**config.mk**
```make
export PLATFORM = sky130hd
export DESIGN_NAME = xbus_ctrl
export DESIGN_NICKNAME = d
export VERILOG_FILES = /design/src/rtl/xbus_pkg.sv /design/src/rtl/xbus_seq.sv /design/src/rtl/xbus_hold.sv /design/src/rtl/xbus_pins.sv /design/src/rtl/xbus_ctrl.sv
export SDC_FILE = /design/constraint.sdc
export NUM_CORES = 1
export LEC_CHECK = 0
export BUFFER_PORTS_ARGS = -buffer_cell sky130_fd_sc_hd__buf_2
export CORE_MARGIN = 2
export CORE_UTILIZATION = 35
export CTS_BUF_LIST = sky130_fd_sc_hd__clkbuf_8
export CTS_CLUSTER_SIZE = 10
export DETAILED_ROUTE_END_ITERATION = 10
export GPL_ROUTABILITY_DRIVEN = 0
export PLACE_DENSITY = 0.55
export SYNTH_ARGS = -nofsm -noshare
export SYNTH_HDL_FRONTEND = slang
export SYNTH_SLANG_ARGS = --single-unit
```
**constraint.sdc**
```tcl
create_clock -name clk -period 3.2 [get_ports clk]
set_input_delay 0.64 -clock clk [delete_from_list [all_inputs] [get_ports clk]]
set_output_delay 0.64 -clock clk [all_outputs]
set_load 0.02 [all_outputs]
```
**src/rtl/xbus_pkg.sv**
```systemverilog
package xbus_pkg;

  localparam int BYTE_W = 8;
  localparam int ADDR_W = 3 * BYTE_W;

  typedef enum logic [2:0] {
    PH_IDLE = 3'd0,
    PH_ADDR = 3'd1,
    PH_AHLD = 3'd2,
    PH_DATA = 3'd3,
    PH_END  = 3'd4
  } phase_t;

  typedef struct packed {
    logic              wr;
    logic [BYTE_W-1:0] pg;
    logic [BYTE_W-1:0] hi;
    logic [BYTE_W-1:0] lo;
    logic [BYTE_W-1:0] wd;
  } xreq_t;

endpackage

```
**src/rtl/xbus_seq.sv**
```systemverilog
module xbus_seq
  import xbus_pkg::*;
#(
  parameter int WAIT_W = 3
) (
  input  logic              clk,
  input  logic              rst_n,
  input  logic              req_valid,
  input  logic [WAIT_W-1:0] hold_q,
  output phase_t            ph,
  output logic              req_ready,
  output logic              accept,
  output logic              last_data
);

  localparam logic [WAIT_W-1:0] CNT_ZERO = '0;
  localparam logic [WAIT_W-1:0] CNT_ONE  = {{(WAIT_W-1){1'b0}}, 1'b1};

  phase_t            ph_nx;
  logic [WAIT_W-1:0] cnt, cnt_nx;

  assign req_ready = (ph == PH_IDLE);
  assign accept    = req_valid && req_ready;
  assign last_data = (ph == PH_DATA) && (cnt == CNT_ZERO);

  // next-state process
  always_comb begin
    ph_nx  = ph;
    cnt_nx = cnt;
    case (ph)
      PH_IDLE: if (req_valid) ph_nx = PH_ADDR;
      PH_ADDR: ph_nx = PH_AHLD;
      PH_AHLD: begin
        ph_nx  = PH_DATA;
        cnt_nx = hold_q;
      end
      PH_DATA: begin
        if (cnt == CNT_ZERO) ph_nx = PH_END;
        else                 cnt_nx = cnt - CNT_ONE;
      end
      PH_END:  ph_nx = PH_IDLE;
      default: ph_nx = PH_IDLE;
    endcase
  end

  // register process
  always_ff @(posedge clk or negedge rst_n) begin
    if (!rst_n) begin
      ph  <= PH_IDLE;
      cnt <= CNT_ZERO;
    end else begin
      ph  <= ph_nx;
      cnt <= cnt_nx;
    end
  end

  // an accepted request always starts with the address phase
  p_accept_starts_r2: assert property (@(posedge clk) disable iff (!rst_n)
    accept |=> (ph == PH_ADDR));

  // nothing is accepted while a cycle is in flight
  p_busy_not_ready_r2: assert property (@(posedge clk) disable iff (!rst_n)
    (ph != PH_IDLE) |-> !accept);

  // the data phase is entered only from the address-hold phase
  p_data_entry_r5: assert property (@(posedge clk) disable iff (!rst_n)
    ((ph == PH_DATA) && ($past(ph) != PH_DATA)) |-> ($past(ph) == PH_AHLD));

endmodule

```
**src/rtl/xbus_hold.sv**
```systemverilog
module xbus_hold
  import xbus_pkg::*;
#(
  parameter int WAIT_W = 3
) (
  input  logic              clk,
  input  logic              rst_n,
  input  logic              accept,
  input  logic              last_data,
  input  logic              req_write,
  input  logic [ADDR_W-1:0] req_addr,
  input  logic [BYTE_W-1:0] req_wdata,
  input  logic [WAIT_W-1:0] cfg_hold,
  input  logic [BYTE_W-1:0] lo_in,
  output xreq_t             q,
  output logic [WAIT_W-1:0] hold_q,
  output logic [BYTE_W-1:0] rdata_q
);

  xreq_t             q_nx;
  logic [WAIT_W-1:0] hold_nx;
  logic [BYTE_W-1:0] rdata_nx;
  logic              rd_cap_en;

  assign rd_cap_en = last_data && !q.wr;

  // next-state process with explicit clock enables
  always_comb begin
    q_nx     = q;
    hold_nx  = hold_q;
    rdata_nx = rdata_q;
    if (accept) begin
      q_nx.wr = req_write;
      q_nx.pg = req_addr[3*BYTE_W-1:2*BYTE_W];
      q_nx.hi = req_addr[2*BYTE_W-1:BYTE_W];
      q_nx.lo = req_addr[BYTE_W-1:0];
      q_nx.wd = req_wdata;
      hold_nx = cfg_hold;
    end
    if (rd_cap_en) rdata_nx = lo_in;
  end

  always_ff @(posedge clk or negedge rst_n) begin
    if (!rst_n) begin
      q       <= '0;
      hold_q  <= '0;
      rdata_q <= '0;
    end else begin
      q       <= q_nx;
      hold_q  <= hold_nx;
      rdata_q <= rdata_nx;
    end
  end

  // read data changes only on the last data clock of a read
  p_rdata_stable_r7: assert property (@(posedge clk) disable iff (!rst_n)
    !$past(rd_cap_en) |-> $stable(rdata_q));

endmodule

```
**src/rtl/xbus_pins.sv**
```systemverilog
module xbus_pins
  import xbus_pkg::*;
(
  input  logic              clk,
  input  logic              rst_n,
  input  phase_t            ph,
  input  xreq_t             q,
  output logic              ale,
  output logic              rd_n,
  output logic              wr_n,
  output logic [BYTE_W-1:0] lo_out,
  output logic              lo_oe,
  output logic [BYTE_W-1:0] hi_out,
  output logic              hi_oe,
  output logic              done
);

  logic addr_ph, xfer_ph;

  assign addr_ph = (ph == PH_ADDR) || (ph == PH_AHLD);
  assign xfer_ph = (ph == PH_DATA) || (ph == PH_END);

  always_comb begin
    ale    = (ph == PH_ADDR);
    rd_n   = !((ph == PH_DATA) && !q.wr);
    wr_n   = !((ph == PH_DATA) &&  q.wr);
    done   = (ph == PH_END);
    hi_oe  = addr_ph || xfer_ph;
    lo_oe  = addr_ph || (xfer_ph && q.wr);
    hi_out = '0;
    lo_out = '0;
    if (addr_ph) begin
      hi_out = q.pg;
      lo_out = q.lo;
    end else if (xfer_ph) begin
      hi_out = q.hi;
      if (q.wr) lo_out = q.wd;
    end
  end

  // both address bytes are held, and driven, for the clock after ALE falls
  p_addr_hold_r4: assert property (@(posedge clk) disable iff (!rst_n)
    $fell(ale) |-> ($stable(lo_out) && $stable(hi_out) && lo_oe && hi_oe));

  // the two strobes are never low together
  p_strobe_excl_r5: assert property (@(posedge clk) disable iff (!rst_n)
    !(!rd_n && !wr_n));

  // the low port is released whenever the read strobe is low
  p_read_release_r7: assert property (@(posedge clk) disable iff (!rst_n)
    !rd_n |-> !lo_oe);

  // done follows a strobe clock, with both strobes high again
  p_done_after_strobe_r8: assert property (@(posedge clk) disable iff (!rst_n)
    done |-> ($past(!rd_n || !wr_n) && rd_n && wr_n));

  // done lasts one clock
  p_done_pulse_r8: assert property (@(posedge clk) disable iff (!rst_n)
    done |=> !done);

  // ALE is a single-clock pulse
  p_ale_pulse_r3: assert property (@(posedge clk) disable iff (!rst_n)
    ale |=> !ale);

endmodule

```
**src/rtl/xbus_ctrl.sv**
```systemverilog
module xbus_ctrl
  import xbus_pkg::*;
#(
  parameter int WAIT_W = 3
) (
  input  logic              clk,
  input  logic              rst_n,
  input  logic              req_valid,
  output logic              req_ready,
  input  logic              req_write,
  input  logic [23:0]       req_addr,
  input  logic [7:0]        req_wdata,
  input  logic [WAIT_W-1:0] cfg_hold,
  output logic              rsp_done,
  output logic [7:0]        rsp_rdata,
  output logic [7:0]        lo_out,
  output logic              lo_oe,
  input  logic [7:0]        lo_in,
  output logic [7:0]        hi_out,
  output logic              hi_oe,
  output logic              ale,
  output logic              rd_n,
  output logic              wr_n
);

  phase_t            ph;
  xreq_t             q;
  logic [WAIT_W-1:0] hold_q;
  logic              accept;
  logic              last_data;

  xbus_seq #(.WAIT_W(WAIT_W)) u_seq (
    .clk       (clk),
    .rst_n     (rst_n),
    .req_valid (req_valid),
    .hold_q    (hold_q),
    .ph        (ph),
    .req_ready (req_ready),
    .accept    (accept),
    .last_data (last_data)
  );

  xbus_hold #(.WAIT_W(WAIT_W)) u_hold (
    .clk       (clk),
    .rst_n     (rst_n),
    .accept    (accept),
    .last_data (last_data),
    .req_write (req_write),
    .req_addr  (req_addr),
    .req_wdata (req_wdata),
    .cfg_hold  (cfg_hold),
    .lo_in     (lo_in),
    .q         (q),
    .hold_q    (hold_q),
    .rdata_q   (rsp_rdata)
  );

  xbus_pins u_pins (
    .clk    (clk),
    .rst_n  (rst_n),
    .ph     (ph),
    .q      (q),
    .ale    (ale),
    .rd_n   (rd_n),
    .wr_n   (wr_n),
    .lo_out (lo_out),
    .lo_oe  (lo_oe),
    .hi_out (hi_out),
    .hi_oe  (hi_oe),
    .done   (rsp_done)
  );

  // in idle nothing is driven and no strobe is active
  p_idle_quiet_r1: assert property (@(posedge clk) disable iff (!rst_n)
    req_ready |-> (!ale && rd_n && wr_n && !lo_oe && !hi_oe && !rsp_done));

endmodule

```
==> results of run 1 <==
-- routing by layer --
metal  vias to the layer above  track usage (%)
li1                        934                -
met1                       959             21.9
met2                        57             24.4
met3                         2             3.10
met4                         0             4.62
met5                         -                0
-- worst reg2reg max path: cells and delay by family (launching register included) --
family | cells | cell delay, ns
buf+inv | 2 | 0.63
mux | 1 | 0.39
simple gates | 1 | 0.50
flops | 1 | 0.38
-- synthesized netlist by cell type --
library cell | instances | area share (%)
dfrtp_1 | 50 | 49
mux2_2 | 35 | 15
o211ai_1 | 17 | 4.9
nand2_1 | 14 | 2.0
nand3_1 | 10 | 1.9
o21ai_0 | 10 | 1.9
mux2_4 | 8 | 4.7
a32oi_1 | 7 | 2.4
mux2i_1 | 7 | 2.7
buf_6 | 6 | 2.6
clkbuf_1 | 6 | 0.87
nor2b_1 | 6 | 1.5
buf_2 | 3 | 0.58
inv_1 | 3 | 0.44
nor2_1 | 3 | 0.44
a21oi_1 | 2 | 0.39
and2_1 | 2 | 0.49
buf_1 | 2 | 0.29
ha_1 | 2 | 0.97
nor3_1 | 2 | 0.39
a211oi_1 | 1 | 0.29
a21o_1 | 1 | 0.29
a221o_1 | 1 | 0.39
a22oi_1 | 1 | 0.29
buf_4 | 1 | 0.29
clkinv_1 | 1 | 0.15
nand2b_1 | 1 | 0.24
nand3b_4 | 1 | 0.78
nand4_1 | 1 | 0.24
nor3b_1 | 1 | 0.29
nor3b_2 | 1 | 0.49
nor4b_2 | 1 | 0.58
nor4bb_1 | 1 | 0.39
o21bai_1 | 1 | 0.29
o22ai_1 | 1 | 0.24
o31ai_1 | 1 | 0.29
or2_2 | 1 | 0.24
or2b_1 | 1 | 0.29
or3_1 | 1 | 0.24
xnor2_1 | 1 | 0.34
-- worst min-delay path by stage --
stage          depth (start not counted)        startpoint                to
2_1_floorplan                          0             rst_n  u_hold.hold_q[0]
3_3_place_gp                           2  u_hold.hold_q[2]      u_seq.cnt[2]
3_5_place_dp                           2  u_hold.hold_q[2]      u_seq.cnt[2]
4_1_cts                                1             rst_n      u_hold.q[19]
5_1_grt                                1             rst_n      u_hold.q[19]
6_report                               1             rst_n      u_hold.q[19]
-- registers in the layout, indices dropped and copies added (netlist names) --
name / cells
u_hold.q: 33
u_seq.cnt: 3
u_seq.ph: 3
u_hold.rdata_q: 8
u_hold.hold_q: 3
-- power by group --
group	leakage, uW	internal (uW)	switching, uW
logic	0.000813	755	953
clock network	0.0000556	230	212
registers	0.000602	945	223
-- cells by family (layout without fill, tap and decap cells) --
logic type | after synthesis | count (layout)
adder cells (fa/ha/maj) | 2 | 2
multiplexers | 50 | 50
AO/OA/AOI/OAI | 43 | 43
flip-flops | 50 | 50
buffers and inverters | 22 | 97
AND/OR/NAND/NOR | 47 | 47
XOR/XNOR | 1 | 1
-- stage by stage --
step / utilization, % / cell area, um^2 / setup slack, ns
floorplan: - / 2580 / 0.844
global placement: 42.3 / 3040 / 0.725
detailed placement: 42.3 / 3040 / 0.701
CTS: 43.9 / 3150 / 0.352
global route: 43.9 / 3150 / 0.186
finish: 43.9 / 3150 / 0.339
-- final cells by class --
cell class | instances | area [um^2]
inverter | 4 | 15.0
timing repair buffer | 85 | 445
clock buffer | 5 | 68.8
multi-input combinational | 143 | 1200
clock inverter | 3 | 41.3
tap | 99 | 124
fill | 704 | 4030
sequential | 50 | 1250
==> results_dict.tcl, run 1 <==
set metrics [dict create \
    endpoint_kind "output pin" \
    layout_common_cells "buf_2, dfrtp_1, mux2_2, o211ai_1, nand2_1" \
    synth_compound_area_share_pct 11.7 \
    wl_met1_mm 2.86 \
    synth-xor-area-share_pct 0.340 \
    clk_pin_slew_ns 0.10 \
    rr_startpoint "u_seq.ph[1]" \
    netlist_area_mm2 0.00258 \
    final.setup_skew_ns 0.00814 \
    diodes 0 \
    cts.sinks 50 \
    detail_route.wl_per_cell_um 15.5 \
    slew-limit-headroom_pct 14.5 \
    critPathKind "reg -> out" \
    r2r_cells 4 \
    fin_crit_ns 2.86 \
    setup-violations-final 0 \
    post_cts_buffers 0 \
    grt_pass1_wl_mm 10.1 \
    clockRootBuffer "clkbuf_8" \
    clockBufferDepth 2 \
    cts.hold.buffers_added 0 \
    layout_commonest_cell "buf_2" \
    drive_gt1_share_pct 47.9 \
    post_drt_via_cell_ratio 5.02 \
    highest_layer "met4" \
    met2WireLength_mm 2.87 \
    slowest_stage "nor2b_1" \
    antenna_found_initial 0 \
    maxSlewViolCount 0 \
    reg2reg_slack_ns 1.19 \
    rr_endpoint "u_hold.q[10]" \
    fin_hold_ws_ns 0.221 \
    die_x_um 89.8 \
    core-area_mm2 0.00718 \
    synthMuxAreaShare_pct 22.7 \
    synth-simple-area-share_pct 10.5 \
    route.detailed.drc 0 \
    tns_ns 0 \
    cts_tree "built" \
    synthAdderAreaFrac_pct 0.970 \
    io_pins 78 \
    wl_met3_um 257 \
    num_rows 31 \
    htree_levels 2 \
    crit_required_ns 2.56 \
    slowest_delay_ns 0.97 \
    powerDensity_mw_per_mm2 1050 \
    dp_cells 381 \
    drtAntennaViolNets 0 \
    final_cells 389 \
    hold_path_class "in -> async" \
    yosysSeqAreaShare_pct 48.5 \
    max_cap_violations 0 \
    drtPass1Iterations 4 \
    clkLatencyLatePin_ns 0.30 \
    dieArea_mm2 0.00807 \
    post-route-period-util_pct 89.4 \
    rsz0062_at_grt "false" \
    cp.depth 4 \
    hold_violations 0 \
    grt_max_degree 25 \
    critPathLaunch "u_seq.ph[0]" \
    via_count 1952 \
    crit_path_max_fanout 16 \
    path_cells "nor2b_1, a32oi_1, o21ai_0, buf_2" \
    finalWirelength_mm 6.04 \
    drt_iter0_drc 67 \
    synth_top_family_by_area "multiplexers" \
    cpLargestDelayFamily "simple AND/OR/NAND/NOR gates" \
    worst_slew_pin_slew_ns 1.28 \
    yosys.cell_types.count 40 \
    worst_setup_path_start_kind "flip-flop" \
    synth_area_per_cell_um2 12.0 \
    power_uw 3320 \
    grtUsageTotal_pct 15.5 \
    synthCells 215 \
    outcome "finished clean" \
    synth_seq_cells 50 \
    power.leakage_uw 0.00147 \
    crit_path_end "hi_out[7]" \
    grt_overflow 0 \
    post_cts_resize_count 0 \
    die_h_um 89.8 \
    fmax_mhz 350 \
    syn2layout_area_growth_pct 22.0 \
    path_buf_inv 1 \
    ys_warn_count 0 \
    synth_nets 264 \
    ir_drop_v 0.000353 \
    initial_core_util_pct 35.9 \
    grt_pass1_vias 1943 \
    worstPathArrival_ns 2.22 \
    portBuffers 77 \
    hpwl_mm 4.28 \
    nNetsFinal 338 \
    cts_made_buffers 5 \
]
(Power assumes the default switching activity.)
==> run 2: changes to the inputs <==
Settings changed: PLACE_DENSITY 0.55 to not set, PLACE_DENSITY_LB_ADDON set to 0.08.
==> run 2 against run 1 <==
- die area is the same
- global-route usage shrank 0.47 points
- first-iteration DRC count grew 4.5%
- hold slack gained 0.022 ns
- maximum frequency grew 5.2%
- final cell count grew 0.51%
- largest cell class unchanged
- routed wire length shrank 1.3%
- final area grew 0.60%
- core utilization grew 0.26 points
- combinational power shrank 2%
- critical endpoint is now hi_out[5]
- clock skew grew 0.0057 ns
- via count shrank 0.72%
==> results_dict.tcl, run 2 (synthesis results as in run 1) <==
set metrics [dict create \
    crit_required_ns 2.56 \
    endpoint_kind "output pin" \
    core-area_mm2 0.00718 \
    grtUsageTotal_pct 15.1 \
    tns_ns 0 \
    top_register "u_hold.q" \
    max_cap_violations 0 \
    initial_core_util_pct 35.9 \
    drtAntennaViolNets 0 \
    hold_violations 0 \
    dieArea_mm2 0.00807 \
    die_x_um 89.8 \
    wl_met1_mm 2.92 \
    route.detailed.drc 0 \
    post-route-period-util_pct 84.9 \
    num_rows 31 \
    post_cts_buffers 0 \
    hold_path_class "in -> async" \
    syn2layout_area_growth_pct 22.8 \
    finalWirelength_mm 5.97 \
    outcome "finished clean" \
    power.leakage_uw 0.00148 \
    setup-violations-final 0 \
    hpwl_mm 4.42 \
    clkLatencyLatePin_ns 0.31 \
    post_drt_via_cell_ratio 4.96 \
    rsz0062_at_grt "false" \
    drt_iter0_drc 70 \
    wl_met3_um 292 \
    worst_setup_path_start_kind "flip-flop" \
    portBuffers 77 \
    fmax_mhz 368 \
    detail_route.wl_per_cell_um 15.3 \
    slew-limit-headroom_pct 58.5 \
    drive_gt1_share_pct 48.6 \
    io_pins 78 \
    cts.hold.buffers_added 0 \
    met2WireLength_mm 2.69 \
    fin_crit_ns 2.72 \
    final.setup_skew_ns 0.0138 \
    ir_drop_v 0.000294 \
    htree_levels 2 \
    highest_layer "met4" \
    clk_pin_slew_ns 0.10 \
    worstPathArrival_ns 2.08 \
    worst_slew_pin_slew_ns 0.621 \
    cts_tree "built" \
    critPathKind "reg -> out" \
    clockRootBuffer "clkbuf_8" \
    diodes 0 \
    power_uw 3340 \
    grt_pass1_vias 1920 \
    post_cts_resize_count 0 \
    crit_path_max_fanout 18 \
    powerDensity_mw_per_mm2 1060 \
    die_h_um 89.8 \
    grt_overflow 0 \
    top_regs "u_hold.q x33, u_hold.rdata_q x8" \
    drtPass1Iterations 4 \
    layout_common_cells "buf_2, dfrtp_1, mux2_2, o211ai_1, nand2_1" \
    cts_made_buffers 5 \
    antenna_found_initial 0 \
    largest_register_ff_count 33 \
    grt_pass1_wl_mm 9.84 \
    via_count 1938 \
    layout_commonest_cell "buf_2" \
    clockBufferDepth 2 \
    grt_max_degree 35 \
    nNetsFinal 340 \
    maxSlewViolCount 0 \
    cts.sinks 50 \
]
run 2: changes by cell type in the layout (fill, tap and decap cells not counted):
cell and change:
buf_4 +2, inv_1 -1, clkinvlp_4 +1
run 2: layout make-up:
| cell class | count | area [um^2] |
|---|---|---|
| fillers | 707 | 4010 |
| flip-flops and latches | 50 | 1250 |
| clock inverters | 3 | 45.0 |
| repair buffers | 87 | 460 |
| well taps | 99 | 124 |
| clock buffers | 5 | 68.8 |
| inverters | 4 | 15.0 |
| multi-input cells | 143 | 1200 |
run 2: power breakdown:
part           total [uW]  switching [uW]  internal (uW)
sequential           1220             277            945
clock                 453             220            233
combinational        1670             900            768
run 2: through the flow:
step / setup WS [ns] / hold slack [ns] / util (%) / instance area [um^2] / instances
CTS: 0.404 / 0.249 / 44.1 / 3170 / 391
detailed placement: 0.782 / 0.475 / 42.5 / 3050 / 383
floorplan: 0.844 / 0.344 / - / 2580 / 215
global route: 0.167 / 0.275 / 44.1 / 3170 / 391
global placement: 0.824 / 0.476 / 42.5 / 3050 / 383
finish: 0.482 / 0.243 / 44.1 / 3170 / 391
run 2: path summary, 6_finish.rpt:
| path | from | endpoint | slack (ns) | cells past startpoint |
|---|---|---|---|---|
| max | u_seq.ph[2] | hi_out[5] | 0.48 | 4 |
| min | rst_n | u_hold.q[31] | 0.24 | 1 |
| max in group asynchronous | rst_n | u_hold.q[4] | 2.18 | 2 |
| min reg2reg | u_hold.hold_q[2] | u_seq.cnt[2] | 0.49 | 2 |
| max reg2reg | u_seq.ph[1] | u_hold.rdata_q[0] | 1.15 | 4 |
| min in group clk | u_hold.hold_q[2] | u_seq.cnt[2] | 0.49 | 2 |
run 2: critical path, cell delays in order, from the launching register on:
cell      delay (ns)
dfrtp_1         0.59
clkinv_1        0.51
nand2_1         0.36
o21ai_0         0.13
buf_2           0.17
run 2: layer usage:
metal	up-vias	GRT usage, %
met3	5	3.35
met1	950	21.7
li1	937	-
met2	46	23.3
met5	-	0
met4	0	3.46
==> run 3: changes to the inputs <==
Settings changed: ABC_AREA set to 1.
Clock period 3.2 ns to 2.4 ns, I/O delays scaled along.
==> run 3 against run 2 <==
- sequential power up 22%
- sequential cell count is the same
- critical path type unchanged
- largest power group unchanged
- via count grew 12%
- critical endpoint is now lo_out[1]
- worst setup slack got worse by 0.24 ns
- hold slack worse by 0.017 ns
- total power grew 24%
- final area down 8.6%
==> results_dict.tcl, run 3 <==
set metrics [dict create \
    fin_crit_ns 2.16 \
    finalCoreUtilization_pct 44.8 \
    diodes 0 \
    crit_path_max_fanout 10 \
    final_cells 454 \
    synthTopCellsByCount "nand2_1, dfrtp_1, nand3_1" \
    portBuffers 77 \
    yosys.cell_types.count 19 \
    worst_setup_path_start_kind "flip-flop" \
    fin_hold_ws_ns 0.226 \
    drtPass1Iterations 4 \
    slowest_delay_ns 0.45 \
    ir_drop_v 0.000471 \
    critPathKind "reg -> out" \
    dieArea_mm2 0.00744 \
    fmax_mhz 463 \
    htree_levels 2 \
    worst_slew_pin_slew_ns 0.703 \
    grt_pass1_vias 2103 \
    outcome "finished clean" \
    ys.flop_type "dfrtp_1" \
    top_register "u_hold.q" \
    grt_overflow 0 \
    layout_commonest_cell "nand2_1" \
    slew-limit-headroom_pct 53.0 \
    drive_gt1_share_pct 26.8 \
    die_h_um 86.3 \
    via_count 2166 \
    tns_ns 0 \
    hold_path_class "in -> async" \
    r2r_cells 7 \
    drt_iter0_drc 158 \
    die_x_um 86.3 \
    synth-async-reset-ratio_pct 100 \
    largest_register_ff_count 33 \
    powerDensity_mw_per_mm2 1430 \
    dp_cells 448 \
    clk_pin_slew_ns 0.08 \
    clkLatencyLatePin_ns 0.30 \
    grtUsageTotal_pct 17.1 \
    post-route-period-util_pct 89.9 \
    slowest_stage "dfrtp_1" \
    synth_most_common_cell "nand2_1" \
    layout_setup_ws_ns 0.242 \
    detail_route.wl_per_cell_um 13.2 \
    max_cap_violations 0 \
    io_pins 78 \
    top_regs "u_hold.q x33, u_hold.rdata_q x8" \
    final.setup_skew_ns 0.00344 \
    initial_core_util_pct 36.7 \
    rsz0062_at_grt "false" \
    grt_pass1_wl_mm 9.97 \
    nNetsFinal 427 \
    cts.sinks 50 \
    netlist_area_mm2 0.00237 \
    setup-violations-final 0 \
    maxSlewViolCount 0 \
    synth_top_cell_by_area "dfrtp_1" \
    antenna_found_initial 0 \
    core-area_mm2 0.00646 \
    syn2layout_area_growth_pct 22.2 \
    synthTopCellsByArea "dfrtp_1, nand2_1, nand3_1" \
    yosysSeqAreaShare_pct 52.8 \
    synth_nets 352 \
    drtAntennaViolNets 0 \
    rr_endpoint "u_hold.q[8]" \
    worstPathArrival_ns 1.68 \
    ys_warn_count 0 \
    clockRootBuffer "clkbuf_8" \
    cts_tree "built" \
    finalWirelength_mm 6.00 \
    synth_seq_cells 50 \
    num_rows 29 \
    route.detailed.drc 0 \
    synth_top_area_share_pct 52.8 \
    crit_required_ns 1.92 \
    hpwl_mm 4.12 \
    synth_edf_count 0 \
    synth_area_per_cell_um2 7.82 \
    power.leakage_uw 0.00166 \
    hold_violations 0 \
    synthCells 303 \
    path_cells "inv_2, nand2_1, nor2_1, nor2_4, o21ai_0, buf_2" \
    cts_made_buffers 5 \
    rr_startpoint "u_seq.ph[0]" \
    grt_max_degree 38 \
    reg2reg_slack_ns 0.67 \
    layout_common_cells "nand2_1, buf_2, dfrtp_1, nand3_1, o21ai_0" \
    post_drt_via_cell_ratio 4.77 \
    clockBufferDepth 2 \
    endpoint_kind "output pin" \
    preCtsSetupSlack_ns 0.419 \
]
[run 3: cell types whose count changed after synthesis, moves of 3 or more]
cell      change
a32oi_1       -7
buf_6         -3
inv_1         +5
inv_2         +3
mux2_2       -35
mux2_4        -8
mux2i_1       -7
nand2_1     +142
nand2_2       +4
nand3_1      +38
nor2b_1       -6
o211ai_1     -16
[run 3: routing by layer]
layer	GRT usage, %	vias to the layer above	share of wire (%)
met5	0	-	0
met4	4.83	0	1.1
met1	23.6	993	48
li1	-	1102	-
met2	26.7	65	45
met3	4.38	6	5.9
[run 3: worst max-delay path, delay by kind of cell, from the launching register on]
family          cells  cell delay [ns]
flops               1             0.45
simple gates        3             0.45
buf+inv             2             0.28
compound gates      1             0.20
[run 3: through the flow]
step	power, uW	area [um^2]
3_3_place_gp	3650	2800
2_1_floorplan	3040	2370
5_1_grt	4560	2890
6_report	4130	2890
3_5_place_dp	3670	2800
4_1_cts	4170	2880
[run 3: final cells by class]
type	instances	area (um^2)
well taps	77	96.3
multi-input cells	228	1000
flip-flops and latches	50	1250
inverters	11	41.3
repair buffers	82	423
fillers	706	3560
clock buffers	6	82.6
[run 3: report_power, final]
part	total (uW)	switching (uW)	internal [uW]	leakage, uW
clock	479	257	223	0.0000431
sequential	1490	249	1240	0.000621
combinational	2160	1480	676	0.000997
total	4130	1990	2140	0.00166
[run 3: logic make-up after synthesis]
| logic type | synth area share (%) |
|---|---|
| adder cells (fa/ha/maj) | 1.06 |
| AO/OA/AOI/OAI | 2.43 |
| flip-flops | 52.8 |
| AND/OR/NAND/NOR | 38.1 |
| buffers and inverters | 5.55 |
[run 3: how the worst max path moves through the flow]
stage / start / slack [ns] / end
6_report: u_seq.ph[0] / 0.24 / lo_out[1]
5_1_grt: u_seq.ph[0] / 0.03 / lo_out[1]
4_1_cts: u_seq.ph[0] / 0.08 / hi_out[7]
3_5_place_dp: u_seq.ph[1] / 0.42 / hi_out[7]
3_3_place_gp: u_seq.ph[2] / 0.46 / lo_oe
2_1_floorplan: u_seq.ph[1] / 0.38 / lo_oe
[run 3: what timing repair did]
item | in CTS | in global routing
hold endpoints to repair | 0 | 0
setup buffers | 0 | 0
gates resized for setup | 0 | 3
hold buffers | 0 | 0
endpoints found under the setup margin | 0 | 10
